File: src/rtl/ci_bus_pkg.sv
package ci_bus_pkg;

    localparam int HOST_AW = 3;
    localparam int BYTE_W  = 8;

    localparam logic [HOST_AW-1:0] OFF_IRQ   = 3'd0;
    localparam logic [HOST_AW-1:0] OFF_CTRL2 = 3'd1;
    localparam logic [HOST_AW-1:0] OFF_ALO   = 3'd2;
    localparam logic [HOST_AW-1:0] OFF_AHI   = 3'd3;
    localparam logic [HOST_AW-1:0] OFF_DATA  = 3'd4;
    localparam logic [HOST_AW-1:0] OFF_BUS   = 3'd5;

    // bus-control bit positions (decoded by software, keep fixed)
    localparam int BC_SLOT  = 7;
    localparam int BC_SPACE = 6;
    localparam int BC_RST0  = 5;
    localparam int BC_RST1  = 4;
    localparam int BC_TS0   = 3;
    localparam int BC_TS1   = 2;

    localparam logic [BYTE_W-1:0] CTRL2_RESET = 8'h0C;

    typedef enum logic [1:0] {
        CY_IDLE,
        CY_SETUP,
        CY_STROBE,
        CY_HOLD
    } cy_state_t;

    typedef enum logic [1:0] {
        RS_IDLE,
        RS_HOLD,
        RS_WAIT
    } rs_state_t;

    typedef enum logic {
        H_IDLE,
        H_CARD
    } host_state_t;

endpackage

File: src/rtl/ci_card_cycle.sv
module ci_card_cycle
    import ci_bus_pkg::*;
#(
    parameter int STROBE_CLKS = 4,
    parameter int CARD_AW     = 14
) (
    input  logic               clk,
    input  logic               rst_n,
    input  logic               start,
    input  logic               we,
    input  logic               slot,
    input  logic               space,
    input  logic [CARD_AW-1:0] addr,
    input  logic [BYTE_W-1:0]  wdata,
    input  logic [BYTE_W-1:0]  card_din,
    input  logic               card_wait,
    output logic [CARD_AW-1:0] card_addr,
    output logic [BYTE_W-1:0]  card_dout,
    output logic               card_oe,
    output logic [1:0]         card_cs_n,
    output logic               card_space,
    output logic               card_rd_n,
    output logic               card_wr_n,
    output logic               done,
    output logic [BYTE_W-1:0]  rdata
);

    localparam int CW = (STROBE_CLKS > 1) ? $clog2(STROBE_CLKS) : 1;
    localparam logic [CW-1:0] CNT_LAST = CW'(STROBE_CLKS - 1);

    cy_state_t     state, nxt;
    logic [CW-1:0] cnt;
    logic          strobe_end;
    logic          active;

    assign strobe_end = (state == CY_STROBE) && (cnt == CNT_LAST) && !card_wait;

    always_ff @(posedge clk) begin
        if (!rst_n) state <= CY_IDLE;
        else        state <= nxt;
    end

    always_comb begin
        nxt = state;
        unique case (state)
            CY_IDLE:   if (start) nxt = CY_SETUP;
            CY_SETUP:  nxt = CY_STROBE;
            CY_STROBE: if (strobe_end) nxt = CY_HOLD;
            CY_HOLD:   nxt = CY_IDLE;
            default:   nxt = CY_IDLE;
        endcase
    end

    always_ff @(posedge clk) begin
        if (!rst_n) begin
            cnt   <= '0;
            rdata <= '0;
        end else begin
            if (state != CY_STROBE)   cnt <= '0;
            else if (cnt != CNT_LAST) cnt <= cnt + 1'b1;
            if (strobe_end && !we)    rdata <= card_din;
        end
    end

    always_comb begin
        active     = (state != CY_IDLE);
        card_addr  = addr;
        card_dout  = wdata;
        card_space = space;
        card_oe    = active && we;
        card_cs_n  = active ? (slot ? 2'b01 : 2'b10) : 2'b11;
        card_rd_n  = !((state == CY_STROBE) && !we);
        card_wr_n  = !((state == CY_STROBE) && we);
        done       = (state == CY_HOLD);
    end

    a_r3_cs_onehot: assert property (@(posedge clk) disable iff (!rst_n)
        $onehot0(~card_cs_n));
    a_r5_strobe_selected: assert property (@(posedge clk) disable iff (!rst_n)
        (!card_rd_n || !card_wr_n) |-> (card_cs_n != 2'b11));
    a_r4_strobe_min_width: assert property (@(posedge clk) disable iff (!rst_n)
        (state == CY_STROBE && cnt != CNT_LAST) |=> (state == CY_STROBE));
    a_r6_wait_extends: assert property (@(posedge clk) disable iff (!rst_n)
        (state == CY_STROBE && card_wait) |=> (state == CY_STROBE));

endmodule

File: src/rtl/ci_slot_reset.sv
module ci_slot_reset
    import ci_bus_pkg::*;
#(
    parameter int RESET_CLKS = 16
) (
    input  logic clk,
    input  logic rst_n,
    input  logic start,
    input  logic card_ready,
    output logic card_rst,
    output logic busy
);

    localparam int CW = (RESET_CLKS > 1) ? $clog2(RESET_CLKS) : 1;
    localparam logic [CW-1:0] CNT_LAST = CW'(RESET_CLKS - 1);

    rs_state_t     state, nxt;
    logic [CW-1:0] cnt;

    always_ff @(posedge clk) begin
        if (!rst_n) state <= RS_IDLE;
        else        state <= nxt;
    end

    always_comb begin
        nxt = state;
        unique case (state)
            RS_IDLE: if (start) nxt = RS_HOLD;
            RS_HOLD: if (cnt == CNT_LAST) nxt = RS_WAIT;
            RS_WAIT: if (card_ready) nxt = RS_IDLE;
            default: nxt = RS_IDLE;
        endcase
    end

    always_ff @(posedge clk) begin
        if (!rst_n)                  cnt <= '0;
        else if (state != RS_HOLD)   cnt <= '0;
        else if (cnt != CNT_LAST)    cnt <= cnt + 1'b1;
    end

    always_comb begin
        card_rst = (state == RS_HOLD);
        busy     = (state != RS_IDLE);
    end

    a_r7_request_starts: assert property (@(posedge clk) disable iff (!rst_n)
        (!busy && start) |=> card_rst);
    a_r7_hold_length: assert property (@(posedge clk) disable iff (!rst_n)
        (state == RS_HOLD && cnt != CNT_LAST) |=> card_rst);
    a_r7_release_on_ready: assert property (@(posedge clk) disable iff (!rst_n)
        $fell(busy) |-> $past(card_ready));

endmodule

File: src/rtl/ci_presence_irq.sv
module ci_presence_irq
    import ci_bus_pkg::*;
#(
    parameter int SLOTS = 2
) (
    input  logic             clk,
    input  logic             rst_n,
    input  logic [SLOTS-1:0] det_n,
    input  logic             clear,
    output logic [SLOTS-1:0] present_n,
    output logic             pending
);

    logic [SLOTS-1:0] sync1, sync2, prev;
    logic [SLOTS-1:0] change;

    assign change    = sync2 ^ prev;
    assign present_n = sync2;

    always_ff @(posedge clk) begin
        if (!rst_n) begin
            sync1   <= '1;
            sync2   <= '1;
            prev    <= '1;
            pending <= 1'b0;
        end else begin
            sync1 <= det_n;
            sync2 <= sync1;
            prev  <= sync2;
            if (|change)    pending <= 1'b1;
            else if (clear) pending <= 1'b0;
        end
    end

    a_r11_change_sets: assert property (@(posedge clk) disable iff (!rst_n)
        (|change) |=> pending);
    a_r11_read_clears: assert property (@(posedge clk) disable iff (!rst_n)
        (clear && !(|change)) |=> !pending);

endmodule

File: src/rtl/ci_dual_slot_ctrl.sv
module ci_dual_slot_ctrl
    import ci_bus_pkg::*;
#(
    parameter int STROBE_CLKS = 4,
    parameter int RESET_CLKS  = 16
) (
    input  logic         clk,
    input  logic         rst_n,
    input  logic         host_req,
    input  logic         host_we,
    input  logic [2:0]   host_addr,
    input  logic [7:0]   host_wdata,
    output logic [7:0]   host_rdata,
    output logic         host_ready,
    output logic [13:0]  card_addr,
    output logic [7:0]   card_dout,
    input  logic [7:0]   card_din,
    output logic         card_oe,
    output logic [1:0]   card_cs_n,
    output logic         card_space,
    output logic         card_rd_n,
    output logic         card_wr_n,
    input  logic         card_wait,
    output logic [1:0]   card_rst,
    input  logic [1:0]   card_ready,
    input  logic [1:0]   card_det_n,
    output logic [1:0]   ts_route,
    output logic [1:0]   ts_out_en,
    output logic [1:0]   tuner_rst_n,
    output logic         irq
);

    localparam int SLOTS   = 2;
    localparam int LO_BITS = BYTE_W - 1;
    localparam int CARD_AW = 2 * LO_BITS;

    host_state_t        hst, hst_nxt;
    logic [LO_BITS-1:0] alo;
    logic [LO_BITS-1:0] ahi;
    logic [BYTE_W-1:0]  dreg;
    logic [BYTE_W-1:0]  ctrl2;
    logic               bc_slot, bc_space;
    logic [SLOTS-1:0]   bc_ts;
    logic               irq_en;
    logic               cur_we;

    logic               acc, wr_en, rd_en;
    logic               cy_start, cy_done;
    logic [BYTE_W-1:0]  cy_rdata;
    logic [SLOTS-1:0]   rs_start, rs_busy;
    logic [SLOTS-1:0]   pres_n;
    logic               pending, irq_clear;
    logic [BYTE_W-1:0]  busctl_rd, reg_rd;

    // request decode
    always_comb begin
        acc       = host_req && (hst == H_IDLE);
        wr_en     = acc && host_we;
        rd_en     = acc && !host_we;
        cy_start  = acc && (host_addr == OFF_DATA);
        irq_clear = rd_en && (host_addr == OFF_IRQ);
        rs_start[0] = wr_en && (host_addr == OFF_BUS) && host_wdata[BC_RST0];
        rs_start[1] = wr_en && (host_addr == OFF_BUS) && host_wdata[BC_RST1];
    end

    // host sequencer
    always_ff @(posedge clk) begin
        if (!rst_n) hst <= H_IDLE;
        else        hst <= hst_nxt;
    end

    always_comb begin
        hst_nxt = hst;
        unique case (hst)
            H_IDLE:  if (cy_start) hst_nxt = H_CARD;
            H_CARD:  if (cy_done)  hst_nxt = H_IDLE;
            default: hst_nxt = H_IDLE;
        endcase
    end

    // register file
    always_ff @(posedge clk) begin
        if (!rst_n) begin
            alo      <= '0;
            ahi      <= '0;
            dreg     <= '0;
            ctrl2    <= CTRL2_RESET;
            bc_slot  <= 1'b0;
            bc_space <= 1'b0;
            bc_ts    <= '0;
            irq_en   <= 1'b0;
            cur_we   <= 1'b0;
        end else begin
            if (wr_en) begin
                case (host_addr)
                    OFF_IRQ:   irq_en <= host_wdata[0];
                    OFF_CTRL2: ctrl2  <= host_wdata;
                    OFF_ALO:   alo    <= host_wdata[BYTE_W-1:1];
                    OFF_AHI:   ahi    <= host_wdata[LO_BITS-1:0];
                    OFF_DATA:  dreg   <= host_wdata;
                    OFF_BUS: begin
                        bc_slot  <= host_wdata[BC_SLOT];
                        bc_space <= host_wdata[BC_SPACE];
                        bc_ts[0] <= host_wdata[BC_TS0];
                        bc_ts[1] <= host_wdata[BC_TS1];
                    end
                    default: ;
                endcase
            end
            if (cy_start) cur_we <= host_we;
            if ((hst == H_CARD) && cy_done && !cur_we) dreg <= cy_rdata;
        end
    end

    // read data
    always_comb begin
        busctl_rd = {bc_slot, bc_space, rs_busy[0], rs_busy[1],
                     bc_ts[0], bc_ts[1], pres_n[0], pres_n[1]};
        case (host_addr)
            OFF_IRQ:   reg_rd = {pending, 6'b0, irq_en};
            OFF_CTRL2: reg_rd = ctrl2;
            OFF_ALO:   reg_rd = {alo, 1'b0};
            OFF_AHI:   reg_rd = {1'b0, ahi};
            OFF_DATA:  reg_rd = dreg;
            OFF_BUS:   reg_rd = busctl_rd;
            default:   reg_rd = '0;
        endcase
    end

    // host response outputs
    always_ff @(posedge clk) begin
        if (!rst_n) begin
            host_ready <= 1'b0;
            host_rdata <= '0;
        end else begin
            host_ready <= 1'b0;
            if (acc && !cy_start) begin
                host_ready <= 1'b1;
                host_rdata <= reg_rd;
            end else if ((hst == H_CARD) && cy_done) begin
                host_ready <= 1'b1;
                host_rdata <= cur_we ? dreg : cy_rdata;
            end
        end
    end

    // card cycle engine
    ci_card_cycle #(
        .STROBE_CLKS (STROBE_CLKS),
        .CARD_AW     (CARD_AW)
    ) u_cycle (
        .clk        (clk),
        .rst_n      (rst_n),
        .start      (cy_start),
        .we         (cur_we),
        .slot       (bc_slot),
        .space      (bc_space),
        .addr       ({ahi, alo}),
        .wdata      (dreg),
        .card_din   (card_din),
        .card_wait  (card_wait),
        .card_addr  (card_addr),
        .card_dout  (card_dout),
        .card_oe    (card_oe),
        .card_cs_n  (card_cs_n),
        .card_space (card_space),
        .card_rd_n  (card_rd_n),
        .card_wr_n  (card_wr_n),
        .done       (cy_done),
        .rdata      (cy_rdata)
    );

    // per-slot reset sequencers
    for (genvar s = 0; s < SLOTS; s++) begin : g_slot_rst
        ci_slot_reset #(
            .RESET_CLKS (RESET_CLKS)
        ) u_rst (
            .clk        (clk),
            .rst_n      (rst_n),
            .start      (rs_start[s]),
            .card_ready (card_ready[s]),
            .card_rst   (card_rst[s]),
            .busy       (rs_busy[s])
        );
    end

    ci_presence_irq #(
        .SLOTS (SLOTS)
    ) u_pres (
        .clk       (clk),
        .rst_n     (rst_n),
        .det_n     (card_det_n),
        .clear     (irq_clear),
        .present_n (pres_n),
        .pending   (pending)
    );

    always_comb begin
        ts_route       = bc_ts;
        ts_out_en[0]   = ctrl2[4];
        ts_out_en[1]   = ctrl2[5];
        tuner_rst_n[0] = ctrl2[3];
        tuner_rst_n[1] = ctrl2[2];
        irq            = pending && irq_en;
    end

    a_r12_ready_single: assert property (@(posedge clk) disable iff (!rst_n)
        host_ready |=> !host_ready);
    a_r12_reg_latency: assert property (@(posedge clk) disable iff (!rst_n)
        (acc && host_addr != OFF_DATA) |=> host_ready);
    a_r4_card_busy_selects: assert property (@(posedge clk) disable iff (!rst_n)
        (hst == H_CARD) |-> (card_cs_n != 2'b11));
    a_r3_slot_match: assert property (@(posedge clk) disable iff (!rst_n)
        (card_cs_n != 2'b11) |-> (card_cs_n[bc_slot] == 1'b0));

endmodule

File: config.mk
export PLATFORM = sky130hd
export DESIGN_NAME = ci_dual_slot_ctrl
export DESIGN_NICKNAME = d
export VERILOG_FILES = /design/src/rtl/ci_bus_pkg.sv /design/src/rtl/ci_card_cycle.sv /design/src/rtl/ci_slot_reset.sv /design/src/rtl/ci_presence_irq.sv /design/src/rtl/ci_dual_slot_ctrl.sv
export SDC_FILE = /design/constraint.sdc
export NUM_CORES = 1
export LEC_CHECK = 0
export ABC_CLOCK_PERIOD_IN_PS = 3950
export BUFFER_PORTS_ARGS = -buffer_cell sky130_fd_sc_hd__buf_2
export CORE_AREA = 2 2 124 126
export CTS_CLUSTER_DIAMETER = 60
export DETAILED_ROUTE_END_ITERATION = 8
export DIE_AREA = 0 0 126 128
export GPL_ROUTABILITY_DRIVEN = 0
export SLEW_MARGIN = 10
export SYNTH_ARGS = -nofsm -noshare
export SYNTH_HDL_FRONTEND = slang
export SYNTH_SLANG_ARGS = --single-unit
File: constraint.sdc
create_clock -name clk -period 3.95 [get_ports clk]
set_input_delay 0.395 -clock clk [delete_from_list [all_inputs] [get_ports clk]]
set_output_delay 0.395 -clock clk [all_outputs]
set_load 0.05 [all_outputs]
==> metrics.md <==
| Metric | Value |
|---|---|
| Status | complete, no violations |
| Routed vias | 3015 |
| Hold WC Path Type | in -> reg |
| Remaining antenna violation count after routing | 0 |
| Drt via density | 4.733 |
| Synth-to-Final Area Change | 20.54% |
| Clk sinks | 77 |
| Worst endpoint required time | 3.56 ns |
| Final Hold Fails | 0 |
| Achievable clock frequency | 0.4972 GHz |
| Slew Viols, Final | 0 |
| Largest net degree at the start of global routing | 33 |
| Vias in the first global route | 3026 |
| IO Count | 74 |
| Most frequent cells in the layout | dfxtp_1 (77), buf_2 (73), mux2i_1 (53) |
| CP Cell Sequence | nand2b_1, buf_2 |
| Worst Max-Slew Pin Slew | 0.6370 ns |
| Placed instance area | 4070 sq um |
| Maximum capacitance violations | 0 |
| Post-Route Setup TNS | 0 ns |
| Seq pwr share | 43.2% |
| Crit path launch type | register |
| Htree depth | 3 |
| PD cells | 436.0 nW/um^2 |
| Number of distinct library cells after synthesis | 51 |
| Crit path time final | 2.011 ns |
| Design Area, Final | 4362 sq um |
| I/O Buffers | 73 |
| 1st-iter DRT viols | 305 |
| FF-to-FF setup slack | 2.23 ns |
| Clock Root Buffer | clkbuf_16 |
| Initial core utilization | 24.34% |
| Total setup buffers inserted after CTS | 0 |
| Max transition margin | 57.48% |
| Clock network power share | 42.6% |
| Core Util, Final | 29.34% |
| Routed WL per cell | 15.62 um |
| CTS tree | done |
| Initial antenna violation count | 0 |
| Wirelength, routed | 9952 um |
| Hold buffer count at CTS | 0 |
| Sw power | 0.5096 mW |
| Die area | 16130 sq um |
| Hold_ws | 0.2470 ns |
| Arrival time worst endpoint | 1.62 ns |
| Nature of the critical path endpoint | output port |
| CTS resizes | 0 |
| Drt drc | 0 |
| Crit-path leading delay family | flip-flops |
| Post-synth top flop | dfxtp_1 |
| Net Count, Synth | 423 |
| Dpl hpwl | 7580 um |
| #FFs+latches synth | 77 |
| Largest stage delay, worst path | 0.73 ns |
| Die Width | 126 um |
| Comb pwr share | 14.2% |
| Ys async rst share | 0% |
| Synth Warn # | 0 |
| WS Path Type | reg -> out |
| Core area | 14860 sq um |
| Post-route clock period utilization | 50.92% |
| Grt total ovfl | 0 |
| Ant diodes | 0 |
| Mapped Cells | 388 |
| Worst path slowest cell | dfxtp_1 |
| Post-synthesis average cell area | 9.326 sq um |
| GRT Total Usage | 12.80% |
| NumNets Final | 480 |
| DR pass1 iterations | 5 |
| Crit path buf inv count | 1 |
| DP Worst Slack | 1.740 ns |
| Seq/Total Area, Yosys | 42.60% |
| Critical path peak fanout | 15 |
| Share of layout cells above drive strength 1 | 23.16% |
| Setup slack after layout | 1.939 ns |
| Std cell rows | 45 |
| Leakage | 1.889 nW |
| Final Skew | 0.007827 ns |
| RSZ-0062 raised after global routing | false |
| Synth Cell Area | 3618 sq um |
| Setup Viol. Count Final | 0 |
| Clk_lat worst skew | 0.34 ns |
| Clock Pin Slew Worst Setup and Hold Paths | 0.06 ns |
| First-pass GRT wire length | 16100 um |
| Peak supply drop | 0.1839 mV |
| Post-synth EDFFs | 0 |
| Chip height | 128 um |
| Maximum clock insertion buffer count | 2 |
| CTS buffer count | 9 |
| Switch share | 26.80% |
| Commonest non-fill, non-tap cell in the layout | dfxtp_1 |
| Internal Power | 1.392 mW |
## power by group through the flow
stage	Sequential, mW	Clock [mW]	Combinational, mW
final	0.821	0.810	0.270
after global routing	0.825	0.863	0.294
after CTS	0.821	0.830	0.273
after detailed placement	0.838	0	0.272
after global placement	0.835	0	0.262
after floorplan	0.858	0	0.176
## flip-flops by register name, indices dropped and copies added (netlist names), 2 cells and up
register,count
ts_route,2
u_pres.sync1,2
alo,7
u_cycle.state,2
u_pres.present_n,2
host_rdata,8
ctrl2,8
u_cycle.cnt,2
g_slot_rst.u_rst.cnt,8
dreg,8
ahi,7
u_pres.prev,2
u_cycle.rdata,8
g_slot_rst.u_rst.state,4
## path summary, 6_finish.rpt
| path | startpoint | end | depth (start not counted) |
|---|---|---|---|
| max | cur_we | card_rd_n | 2 |
| min | card_det_n[0] | u_pres.sync1[0] | 2 |
| max reg2reg | hst | dreg[3] | 4 |
| min reg2reg | u_pres.sync1[0] | u_pres.present_n[0] | 1 |
## cells by family (layout without fill, tap and decap cells)
kind of cell,Yosys count,in the layout,share of synthesized area (%)
AOI/OAI and AO/OA,76,76,13.62
xor gates and xnor gates,5,5,1.210
adders and majority gates,7,7,2.420
buffers and inverters,35,96,5.152
DFF,77,77,42.60
muxes,58,58,16.22
and+or+nand+nor,130,130,18.78
## metal layers
| metal | routed length [um] | share of wire [%] | GRT usage, % |
|---|---|---|---|
| met1 | 4359 | 44 | 15.41 |
| met2 | 4816 | 48 | 21.41 |
| met3 | 700 | 7.0 | 4.591 |
| met4 | 76 | 0.76 | 4.008 |
| met5 | 0 | 0 | 0 |
## cells in the mapped netlist (all sizes together) (2+ instances only)
cell,number,area [sq um]
inv,6,22.52
a21oi,22,113.9
nand2b,13,81.33
a31oi,3,18.77
nand3b,7,68.82
o21ai,19,95.09
o211a,2,20.02
ha,7,87.58
a211oi,3,22.52
buf,19,126.4
o32ai,2,17.52
xnor2,4,35.03
nor2,50,197.7
and2,2,12.51
a221oi,2,17.52
or2,2,12.51
nor3,8,40.04
a221o,2,20.02
nand3,6,30.03
mux2,5,56.30
dfxtp,77,1541
o221a,2,22.52
o2bb2ai,4,35.03
nor2b,9,56.30
nand2,20,75.07
o22ai,6,37.54
or3,2,12.51
a22oi,5,37.54
and2b,2,15.01
clkbuf,10,37.54
mux2i,53,530.5
nor3b,6,50.05
## metrics by stage
step / power (mW) / instances
final: 1.902 / 637
after global routing: 1.981 / 637
after CTS: 1.924 / 637
after detailed placement: 1.110 / 622
after global placement: 1.098 / 622
after floorplan: 1.034 / 388
## layout make-up
| type | count | area (sq um) |
|---|---|---|
| Fill cell | 1592 | 10500 |
| Sequential cell | 77 | 1541 |
| Inverter | 6 | 22.52 |
| Clock buffer | 11 | 242.7 |
| Multi-Input combinational cell | 276 | 1891 |
| Timing Repair Buffer | 75 | 380.4 |
| Clock inverter | 4 | 48.80 |
| Tap cell | 188 | 235.2 |
Power figures use the tool's default switching activity.
